<file path="config.mk">
export PLATFORM = sky130hd
export DESIGN_NAME = triplet_finder
export DESIGN_NICKNAME = d
export VERILOG_FILES = /design/src/rtl/tf_pkg.sv /design/src/rtl/tf_bitarray.sv /design/src/rtl/tf_rotator.sv /design/src/rtl/tf_prienc.sv /design/src/rtl/triplet_finder.sv
export SDC_FILE = /design/constraint.sdc
export NUM_CORES = 1
export LEC_CHECK = 0
export BUFFER_PORTS_ARGS = -buffer_cell sky130_fd_sc_hd__buf_4
export CORE_MARGIN = 3
export CORE_UTILIZATION = 25
export CTS_BUF_LIST = sky130_fd_sc_hd__clkbuf_16
export CTS_CLUSTER_SIZE = 40
export DETAILED_ROUTE_END_ITERATION = 8
export GPL_ROUTABILITY_DRIVEN = 0
export PLACE_DENSITY = 0.47
export SLEW_MARGIN = 20
export SYNTH_ARGS = -nofsm -noshare
export SYNTH_HDL_FRONTEND = slang
export SYNTH_SLANG_ARGS = --single-unit
</file>
<file path="constraint.sdc">
create_clock -name clk -period 4 [get_ports clk]
set_clock_uncertainty 0.15 [all_clocks]
set_input_delay 0.4 -clock clk [delete_from_list [all_inputs] [get_ports clk]]
set_output_delay 0.4 -clock clk [all_outputs]
set_load 0.01 [all_outputs]
</file>
<file path="src/rtl/tf_pkg.sv">
package tf_pkg;
    localparam int PHI_W_DEF = 7;
    localparam int NPAT_DEF  = 4;

    typedef enum logic [1:0] {
        LYR_NONE = 2'd0,
        LYR_IN1  = 2'd1,
        LYR_IN2  = 2'd2,
        LYR_OUT  = 2'd3
    } layer_e;

    typedef struct packed {
        layer_e                 layer;
        logic [PHI_W_DEF-1:0]   phi;
    } hit_t;
endpackage

</file>
<file path="src/rtl/tf_bitarray.sv">
module tf_bitarray #(
    parameter int PHI_W = 7,
    parameter int SCALE = 256
) (
    input  logic                  clk,
    input  logic                  rst,
    input  logic                  clr,
    input  logic                  wr_en,
    input  logic [PHI_W-1:0]      wr_phi,
    output logic [(1<<PHI_W)-1:0] bits
);
    localparam int NB = 1 << PHI_W;
    localparam int PW = PHI_W + 9;
    localparam logic [PW-1:0] SCALE_V = PW'(SCALE);

    logic [PW-1:0]    prod;
    logic [PHI_W-1:0] idx;

    assign prod = {9'd0, wr_phi} * SCALE_V;
    assign idx  = prod[PHI_W+7:8];

    always_ff @(posedge clk) begin
        if (rst) begin
            bits <= '0;
        end else begin
            if (clr)   bits <= '0;
            if (wr_en) bits[idx] <= 1'b1;
        end
    end

    assert_clear_empties_R7: assert property (@(posedge clk) disable iff (rst)
        (clr && !wr_en) |=> (bits == '0));

    assert_write_sets_bin_R3: assert property (@(posedge clk) disable iff (rst)
        wr_en |=> bits[$past(idx)]);
endmodule

</file>
<file path="src/rtl/tf_rotator.sv">
module tf_rotator #(
    parameter int PHI_W = 7
) (
    input  logic [(1<<PHI_W)-1:0] din,
    input  logic [PHI_W-1:0]      sh,
    output logic [(1<<PHI_W)-1:0] dout
);
    localparam int NB = 1 << PHI_W;

    logic [PHI_W:0][NB-1:0] stg;

    assign stg[0] = din;

    for (genvar s = 0; s < PHI_W; s++) begin : g_stage
        localparam int D = 1 << s;
        assign stg[s+1] = sh[s] ? {stg[s][D-1:0], stg[s][NB-1:D]} : stg[s];
    end

    assign dout = stg[PHI_W];

    always_comb begin
        assert_rot_base_R4: assert (dout[0] == din[sh]);
    end
endmodule

</file>
<file path="src/rtl/tf_prienc.sv">
module tf_prienc #(
    parameter int N = 4
) (
    input  logic [N-1:0]         req,
    output logic [N-1:0]         grant,
    output logic [$clog2(N)-1:0] idx
);
    localparam int IW = $clog2(N);

    always_comb begin
        grant = '0;
        idx   = '0;
        for (int i = N - 1; i >= 0; i--) begin
            if (req[i]) begin
                grant = '0;
                grant[i] = 1'b1;
                idx   = IW'(i);
            end
        end
    end

    always_comb begin
        assert_grant_lowest_R5: assert ($onehot0(grant) && ((grant & req) == grant)
            && (((grant - 1'b1) & req) == '0 || grant == '0));
    end
endmodule

</file>
<file path="src/rtl/triplet_finder.sv">
module triplet_finder #(
    parameter int                          PHI_W  = tf_pkg::PHI_W_DEF,
    parameter int                          NPAT   = tf_pkg::NPAT_DEF,
    parameter logic [NPAT*PHI_W-1:0]       PAT_D1 = {7'd69, 7'd62, 7'd66, 7'd64},
    parameter logic [NPAT*PHI_W-1:0]       PAT_D2 = {7'd67, 7'd63, 7'd65, 7'd64},
    parameter int                          SCALE1 = 256,
    parameter int                          SCALE2 = 192,
    parameter int                          CNT_W  = 8
) (
    input  logic                    clk,
    input  logic                    rst,
    input  logic                    hit_valid,
    output logic                    hit_ready,
    input  logic [1:0]              hit_layer,
    input  logic [PHI_W-1:0]        hit_phi,
    input  logic                    evt_end,
    output logic                    trip_valid,
    input  logic                    trip_ready,
    output logic [$clog2(NPAT)-1:0] trip_pat,
    output logic [PHI_W-1:0]        trip_phi,
    output logic [CNT_W-1:0]        drop_count
);
    import tf_pkg::*;

    localparam int NB = 1 << PHI_W;
    localparam logic [PHI_W-1:0] BIAS = {1'b1, {(PHI_W-1){1'b0}}};

    layer_e           lyr;
    logic             accept, wr1, wr2, q_out, drop;
    logic [NB-1:0]    arr1, arr2, rot1, rot2;
    logic [NPAT-1:0]  match, pend, grant;
    logic [PHI_W-1:0] phi3;

    assign lyr    = layer_e'(hit_layer);
    assign accept = hit_valid && hit_ready;
    assign wr1    = accept && (lyr == LYR_IN1);
    assign wr2    = accept && (lyr == LYR_IN2);
    assign q_out  = accept && (lyr == LYR_OUT);
    assign drop   = accept && (lyr == LYR_NONE);

    tf_bitarray #(.PHI_W(PHI_W), .SCALE(SCALE1)) u_arr1 (
        .clk(clk), .rst(rst), .clr(evt_end), .wr_en(wr1), .wr_phi(hit_phi), .bits(arr1));
    tf_bitarray #(.PHI_W(PHI_W), .SCALE(SCALE2)) u_arr2 (
        .clk(clk), .rst(rst), .clr(evt_end), .wr_en(wr2), .wr_phi(hit_phi), .bits(arr2));

    tf_rotator #(.PHI_W(PHI_W)) u_rot1 (.din(arr1), .sh(hit_phi), .dout(rot1));
    tf_rotator #(.PHI_W(PHI_W)) u_rot2 (.din(arr2), .sh(hit_phi), .dout(rot2));

    // Shared coincidence network: code (d+BIAS) maps to rotated bin d mod NB.
    for (genvar p = 0; p < NPAT; p++) begin : g_pat
        localparam logic [PHI_W-1:0] I1 = PAT_D1[p*PHI_W +: PHI_W] ^ BIAS;
        localparam logic [PHI_W-1:0] I2 = PAT_D2[p*PHI_W +: PHI_W] ^ BIAS;
        assign match[p] = rot1[I1] & rot2[I2];
    end

    tf_prienc #(.N(NPAT)) u_enc (.req(pend), .grant(grant), .idx(trip_pat));

    always_ff @(posedge clk) begin
        if (rst) begin
            pend <= '0;
            phi3 <= '0;
        end else if (q_out) begin
            pend <= match;
            phi3 <= hit_phi;
        end else if (trip_valid && trip_ready) begin
            pend <= pend & ~grant;
        end
    end

    always_ff @(posedge clk) begin
        if (rst)                          drop_count <= '0;
        else if (drop && drop_count != '1) drop_count <= drop_count + 1'b1;
    end

    assign hit_ready  = (pend == '0);
    assign trip_valid = (pend != '0);
    assign trip_phi   = phi3;

    assert_hold_under_stall_R9: assert property (@(posedge clk) disable iff (rst)
        (trip_valid && !trip_ready) |=>
        (trip_valid && $stable(trip_pat) && $stable(trip_phi)));

    assert_result_follows_query_R10: assert property (@(posedge clk) disable iff (rst)
        $rose(trip_valid) |-> $past(q_out));

    assert_drop_counts_R8: assert property (@(posedge clk) disable iff (rst)
        (drop && drop_count != '1) |=> (drop_count == $past(drop_count) + 1'b1));

    assert_no_take_while_busy_R6: assert property (@(posedge clk) disable iff (rst)
        (trip_valid && !trip_ready) |=> $stable(arr1) && $stable(arr2) || $past(evt_end));
endmodule

</file>
==> flow_summary.toml, run 1 <==
[final_layout]
area_growth_pct = 11.51
drive_gt1_share_pct = 14.96
utilization_pct = 28.28
antenna_cells = 0
final_nets = 1664

[detailed_routing]
wl_met3_um = 4729
antenna_left = 0
routed_via_density = 5.644
wl_met2_um = 26740
topRoutingLayerUsed = "met4"
drt-initial-drc-count = 1682
wl_met1_um = 26510
vias = 14080
drt_wl_total_um = 59650
first_pass_iters = 6
wl_per_cell_um = 23.91
drcViolationCount = 0

[placed_design]
dp_hpwl_um = 40330
portBuffers = 32

[global_routing]
grt_pass1_wl_um = 89440
grt_usage_pct = 17.68
antenna_found_initial = 1
grt_overflow = 0
grt_pass1_vias = 13120
grt_start_max_net_pins = 129

[sta]
hold_viol_final = 0
rsz0062_at_grt = "no"
fin_crit_sh_pct = 73.33
fin_hold_ws_ps = 122.0
min_period_ps = 2933
slew_violations = 0
finalSetupTns_ps = 0
setup_violations = 0
slew_headroom_pct = 32.42
worstMarginPinSlew_ps = 1012
fmax_mhz = 340.9

[pwr]
ir_worst_vdd_uv = 234.7
p_per_area_nw_per_um2 = 357.7
finalPower_mw = 6.267
p_leak_nw = 5.841

[setup_path]
required_ps = 4340
crit_path_max_fanout = 17
crit_family = "compound AO/OA/AOI/OAI gates"
cp_slowest_cell = "nor2b_1"
cpPeakStageDelay_ps = 800
cp-end-kind = "flop"
crit_type = "in -> reg"
worstPathArrival_ps = 3270
cp-start-kind = "primary input"
crit_buf_inv = 2
cp_cell_sequence = "buf_4 > clkinv_1 > ha_1 > a31o_2 > a21oi_2 > o2111ai_1 > a21oi_1 > mux2_2 > nor2b_1 > a22o_1"

[floorplanning]
fp.dieH_um = 256.7
start_util_pct = 25.36
core.rowCount = 91
core_area_um2 = 61940
dieArea_um2 = 65880
fp.dieW_um = 256.7
io_pins = 33

[clock_network]
cts_hold_buf = 0
clk_pin_slew_worst_paths_ps = 60
numCtsBuffers = 34
insertion_delay_ps = 540
cts_setup_buffers = 0
cts_max_path_buffers = 3
cts_tree = "built"
cts_root_buffer = "clkbuf_16"
cts_resized = 0
cts.sinks = 275
cts_htree_levels = 2

[synth]
ys_seq_area_share_pct = 35.05
ys_ff_latch = 275
async_reset_ff_share_pct = 0
synth_top_area_share_pct = 35.05
synth_top_flop_cell = "dfxtp_1"
synth_common_cells = "275 x dfxtp_1, 193 x nand2_1, 187 x nor2_1"
synth_area_leaders = "dfxtp_1 35%, mux4_2 14%, mux4_1 6.0%"
syn_avg_cell_area_um2 = 9.418
synthesis.area_um2 = 15710
synth-edff-count = 0
postSynthNetCount = 1698
syn_inst = 1668
synth_top_area_cell = "dfxtp_1"
yosys_warnings = 0
yosys.cell_types.count = 65
yosysMostFrequentCell = "dfxtp_1"

[hold_path]
hold_class = "in -> reg"

[run_status]
status = "completed"

[job]
maxCapViolCount = 0
[state kept, by name, indices dropped and copies added, names as in the netlist]
name         flops
pend             4
trip_phi         7
u_arr2.bits    128
drop_count       8
u_arr1.bits    128
[logic make-up (layout without fill, tap and decap cells)]
logic type / after synthesis / count (layout) / synth area share [%]
xor gates and xnor gates: 10 / 10 / 0.5575
buffers and inverters: 159 / 149 / 6.181
DFF: 275 / 275 / 35.05
adders and majority gates: 16 / 16 / 1.322
and+or+nand+nor: 636 / 636 / 18.04
AOI/OAI and AO/OA: 430 / 430 / 18.40
muxes: 142 / 142 / 20.45
[stage by stage]
step | cells | setup slack, ps | area, um2
after floorplan | 1668 | 721.8 | 15710
after global placement | 2435 | 600.5 | 16510
after detailed placement | 2435 | 559.1 | 16510
after CTS | 2495 | 1126 | 17520
after global routing | 2495 | 821.3 | 17520
final | 2495 | 1067 | 17520
[final timing paths]
path	startpoint	end	slack (ps)	cells after the start
worst max-delay path	hit_phi[2]	u_arr2.bits[113]$_SDFF_PP0_	1070	10
worst min-delay path	hit_phi[6]	pend[1]$_SDFFE_PP0P_	120	3
worst max register to register	pend[0]$_SDFFE_PP0P_	u_arr2.bits[65]$_SDFF_PP0_	1220	6
worst min register to register	u_arr2.bits[25]$_SDFF_PP0_	u_arr2.bits[25]$_SDFF_PP0_	350	2
[power breakdown]
part	internal (mW)	switching [mW]
Clock	1.59	1.27
Combinational	0.189	0.462
Sequential	2.75	0.00850
[layer usage]
layer  up-vias  global-route usage (%)
met5         -                       0
met1      7027                   25.26
met4         0                   5.291
met2       701                   27.38
met3        99                   2.884
li1       6254                       -
[worst min-delay path: cells and delay by family]
kind	cells	cell delay, ps
compound gates	2	210
buf+inv	1	160
[layout by cell type (no fill, tap or decap), types with 13 or more instances in the layout]
cell and n:
a22oi_1 119, buf_4 69, mux4_2 96, nor2_1 182
nand2_1 193, a22o_1 41, mux4_1 36, o211ai_1 33
a21oi_1 42, inv_1 13, clkbuf_16 35, o21ai_0 122
ha_1 15, and2_1 15, a31oi_1 19, dfxtp_1 275
nand3_1 182
[layout make-up]
cell class	instances	area, um2
clock inverter	25	128.9
tap	837	1047
fill	6609	44420
multi-input combinational	1234	9264
inverter	13	51.30
timing repair buffer	76	644.4
sequential	275	5505
clock buffer	35	875.8
(Power assumes the default switching activity.)
==> run 2, diff against run 1 <==
--- a/config.mk
+++ b/config.mk
@@ -12,7 +12,7 @@
 export CTS_CLUSTER_SIZE = 40
 export DETAILED_ROUTE_END_ITERATION = 8
 export GPL_ROUTABILITY_DRIVEN = 0
-export PLACE_DENSITY = 0.47
+export PLACE_DENSITY = 0.48
 export SLEW_MARGIN = 20
 export SYNTH_ARGS = -nofsm -noshare
 export SYNTH_HDL_FRONTEND = slang
==> constraint.sdc (replaced) <==
create_clock -name clk -period 2.6 [get_ports clk]
set_clock_uncertainty 0.15 [all_clocks]
set_input_delay 0.26 -clock clk [delete_from_list [all_inputs] [get_ports clk]]
set_output_delay 0.26 -clock clk [all_outputs]
set_load 0.01 [all_outputs]
==> run 2 against run 1 <==
Against the previous run: first-iteration DRC count is 0.48% higher; largest cell class unchanged; non-clock buffer count is 130 higher; critical path type unchanged; largest power group is now registers; utilization is 2.1 points higher; critical path depth is 1 lower; highest routed layer unchanged; die area stayed put; design area is 7.3% higher.
==> flow_summary.toml, run 2 (same netlist as run 1, synthesis figures left out) <==
[global_routing]
grt_start_max_net_pins = 129
grt_pass1_wl_um = 91470
grt_overflow = 0
grt_pass1_vias = 13850
antenna_found_initial = 1
grt_usage_pct = 17.86

[setup_path]
cp-end-kind = "flop"
reg2regPathDepth = 7
crit_type = "in -> reg"
reg2reg_to = "u_arr2.bits[105]$_SDFF_PP0_"
required_ps = 2960
r2r_slack_ps = 170
cp_slowest_cell = "dlygate4sd3_1"
rr_startpoint = "pend[3]$_SDFFE_PP0P_"
cp-start-kind = "primary input"
cpPeakStageDelay_ps = 520
crit_start = "hit_phi[6]"
cp_cell_sequence = "dlygate4sd3_1 > buf_4 > inv_1 > ha_1 > a21oi_4 > xnor2_2 > buf_12 > nand3_1 > o21ai_1"
worstPathArrival_ps = 2820
endpoint = "u_arr2.bits[104]$_SDFF_PP0_"
crit_path_max_fanout = 8

[clock_network]
insertion_delay_ps = 580
cts_root_buffer = "clkbuf_16"
numCtsBuffers = 31
cts_htree_levels = 1
cts.sinks = 275
cts_tree = "built"
cts_max_path_buffers = 3
clk_pin_slew_worst_paths_ps = 60
cts_setup_buffers = 0

[run_status]
status = "completed"

[detailed_routing]
wl_per_cell_um = 23.17
routed_via_density = 5.539
antenna_left = 0
vias = 14520
drt-initial-drc-count = 1690
drt_wl_total_um = 60720
drcViolationCount = 0
first_pass_iters = 5

[floorplanning]
core.rowCount = 91
io_pins = 33
core_area_um2 = 61940
start_util_pct = 25.36
fp.dieW_um = 256.7
dieArea_um2 = 65880
fp.dieH_um = 256.7

[sta]
fin_hold_ws_ps = 66.77
min_period_ps = 2459
setup_ws_ps = 141.4
setup_violations = 0
worstMarginPinSlew_ps = 940.6
hold_viol_final = 0
slew_violations = 0
fmax_mhz = 406.7
rsz0062_at_grt = "no"
slew_headroom_pct = 37.17
fin_crit_sh_pct = 94.56

[pwr]
p_per_area_nw_per_um2 = 512.5
ir_worst_vdd_uv = 454.3
p_leak_nw = 6.532

[final_layout]
antenna_cells = 0
area_growth_pct = 19.63
drive_gt1_share_pct = 21.86
utilization_pct = 30.34
final_cell_mix = "275 x dfxtp_1, 192 x nand2_1, 181 x buf_4"
reg_top3 = "u_arr1.bits x128, u_arr2.bits x128, drop_count x8"
final_cells = 2621
final_nets = 1791
layout.cells.most_common = "dfxtp_1"

[job]
maxCapViolCount = 0

[placed_design]
dp_hpwl_um = 43570
portBuffers = 32
dp_cells = 2561
place_ws_ps = -490.7

[hold_path]
hold_class = "in -> reg"
==> run 2: worst min-delay path by stage <==
| stage | startpoint | to | slack, ps | cells past startpoint |
|---|---|---|---|---|
| floorplan | hit_phi[6] | pend[1]$_SDFFE_PP0P_ | 290 | 2 |
| global placement | trip_phi[4]$_SDFFE_PP0P_ | trip_phi[4]$_SDFFE_PP0P_ | 330 | 2 |
| detailed placement | trip_phi[3]$_SDFFE_PP0P_ | trip_phi[3]$_SDFFE_PP0P_ | 340 | 2 |
| CTS | hit_valid | drop_count[2]$_SDFFE_PP0P_ | 30 | 6 |
| global route | hit_valid | drop_count[2]$_SDFFE_PP0P_ | 110 | 6 |
| finish | hit_valid | drop_count[2]$_SDFFE_PP0P_ | 70 | 6 |
==> run 2: final cells by class <==
class / count / area, um2
clock buffers: 31 / 775.7
well taps: 837 / 1047
repair buffers: 206 / 1805
flip-flops and latches: 275 / 5505
fillers: 6531 / 43150
multi-input cells: 1234 / 9427
clock inverters: 25 / 162.7
inverters: 13 / 70.07
==> run 2: worst max-delay path, delay by kind of cell <==
| family | cells | cell delay (ps) |
|---|---|---|
| adder cells (fa/ha/maj) | 1 | 510 |
| AO/OA/AOI/OAI | 2 | 360 |
| XOR/XNOR | 1 | 390 |
| buffers and inverters | 4 | 990 |
| AND/OR/NAND/NOR | 1 | 290 |
==> run 2: per-layer routing <==
| metal | track usage [%] | share of wire [%] | vias up |
|---|---|---|---|
| met5 | 0 | 0 | - |
| met4 | 5.496 | 3.0 | 0 |
| met3 | 2.360 | 6.7 | 105 |
| met2 | 28.53 | 46 | 676 |
| met1 | 25.08 | 45 | 7197 |
| li1 | - | - | 6541 |
==> run 2: metrics by stage <==
| step | total power [mW] | area [um2] | TNS [ps] |
|---|---|---|---|
| detailed placement | 5.557 | 17810 | -29120 |
| global route | 9.968 | 18790 | 0 |
| global placement | 5.553 | 17810 | -26680 |
| floorplan | 5.087 | 15950 | -13840 |
| finish | 9.631 | 18790 | 0 |
| CTS | 9.717 | 18790 | 0 |
==> run 2: what timing repair did <==
| action | in CTS | in global routing |
|---|---|---|
| endpoints found under the hold margin | 18 | 0 |
| endpoints found under the setup margin | 0 | 4 |
| gates resized for setup | 0 | 1 |
| hold buffers | 4 | 0 |
==> run 2: power by group <==
part           internal [mW]  switching [mW]  total, mW
registers               4.23          0.0127       4.24
logic                  0.468           0.781       1.25
clock network           2.34            1.80       4.14
total                   7.03            2.60       9.63
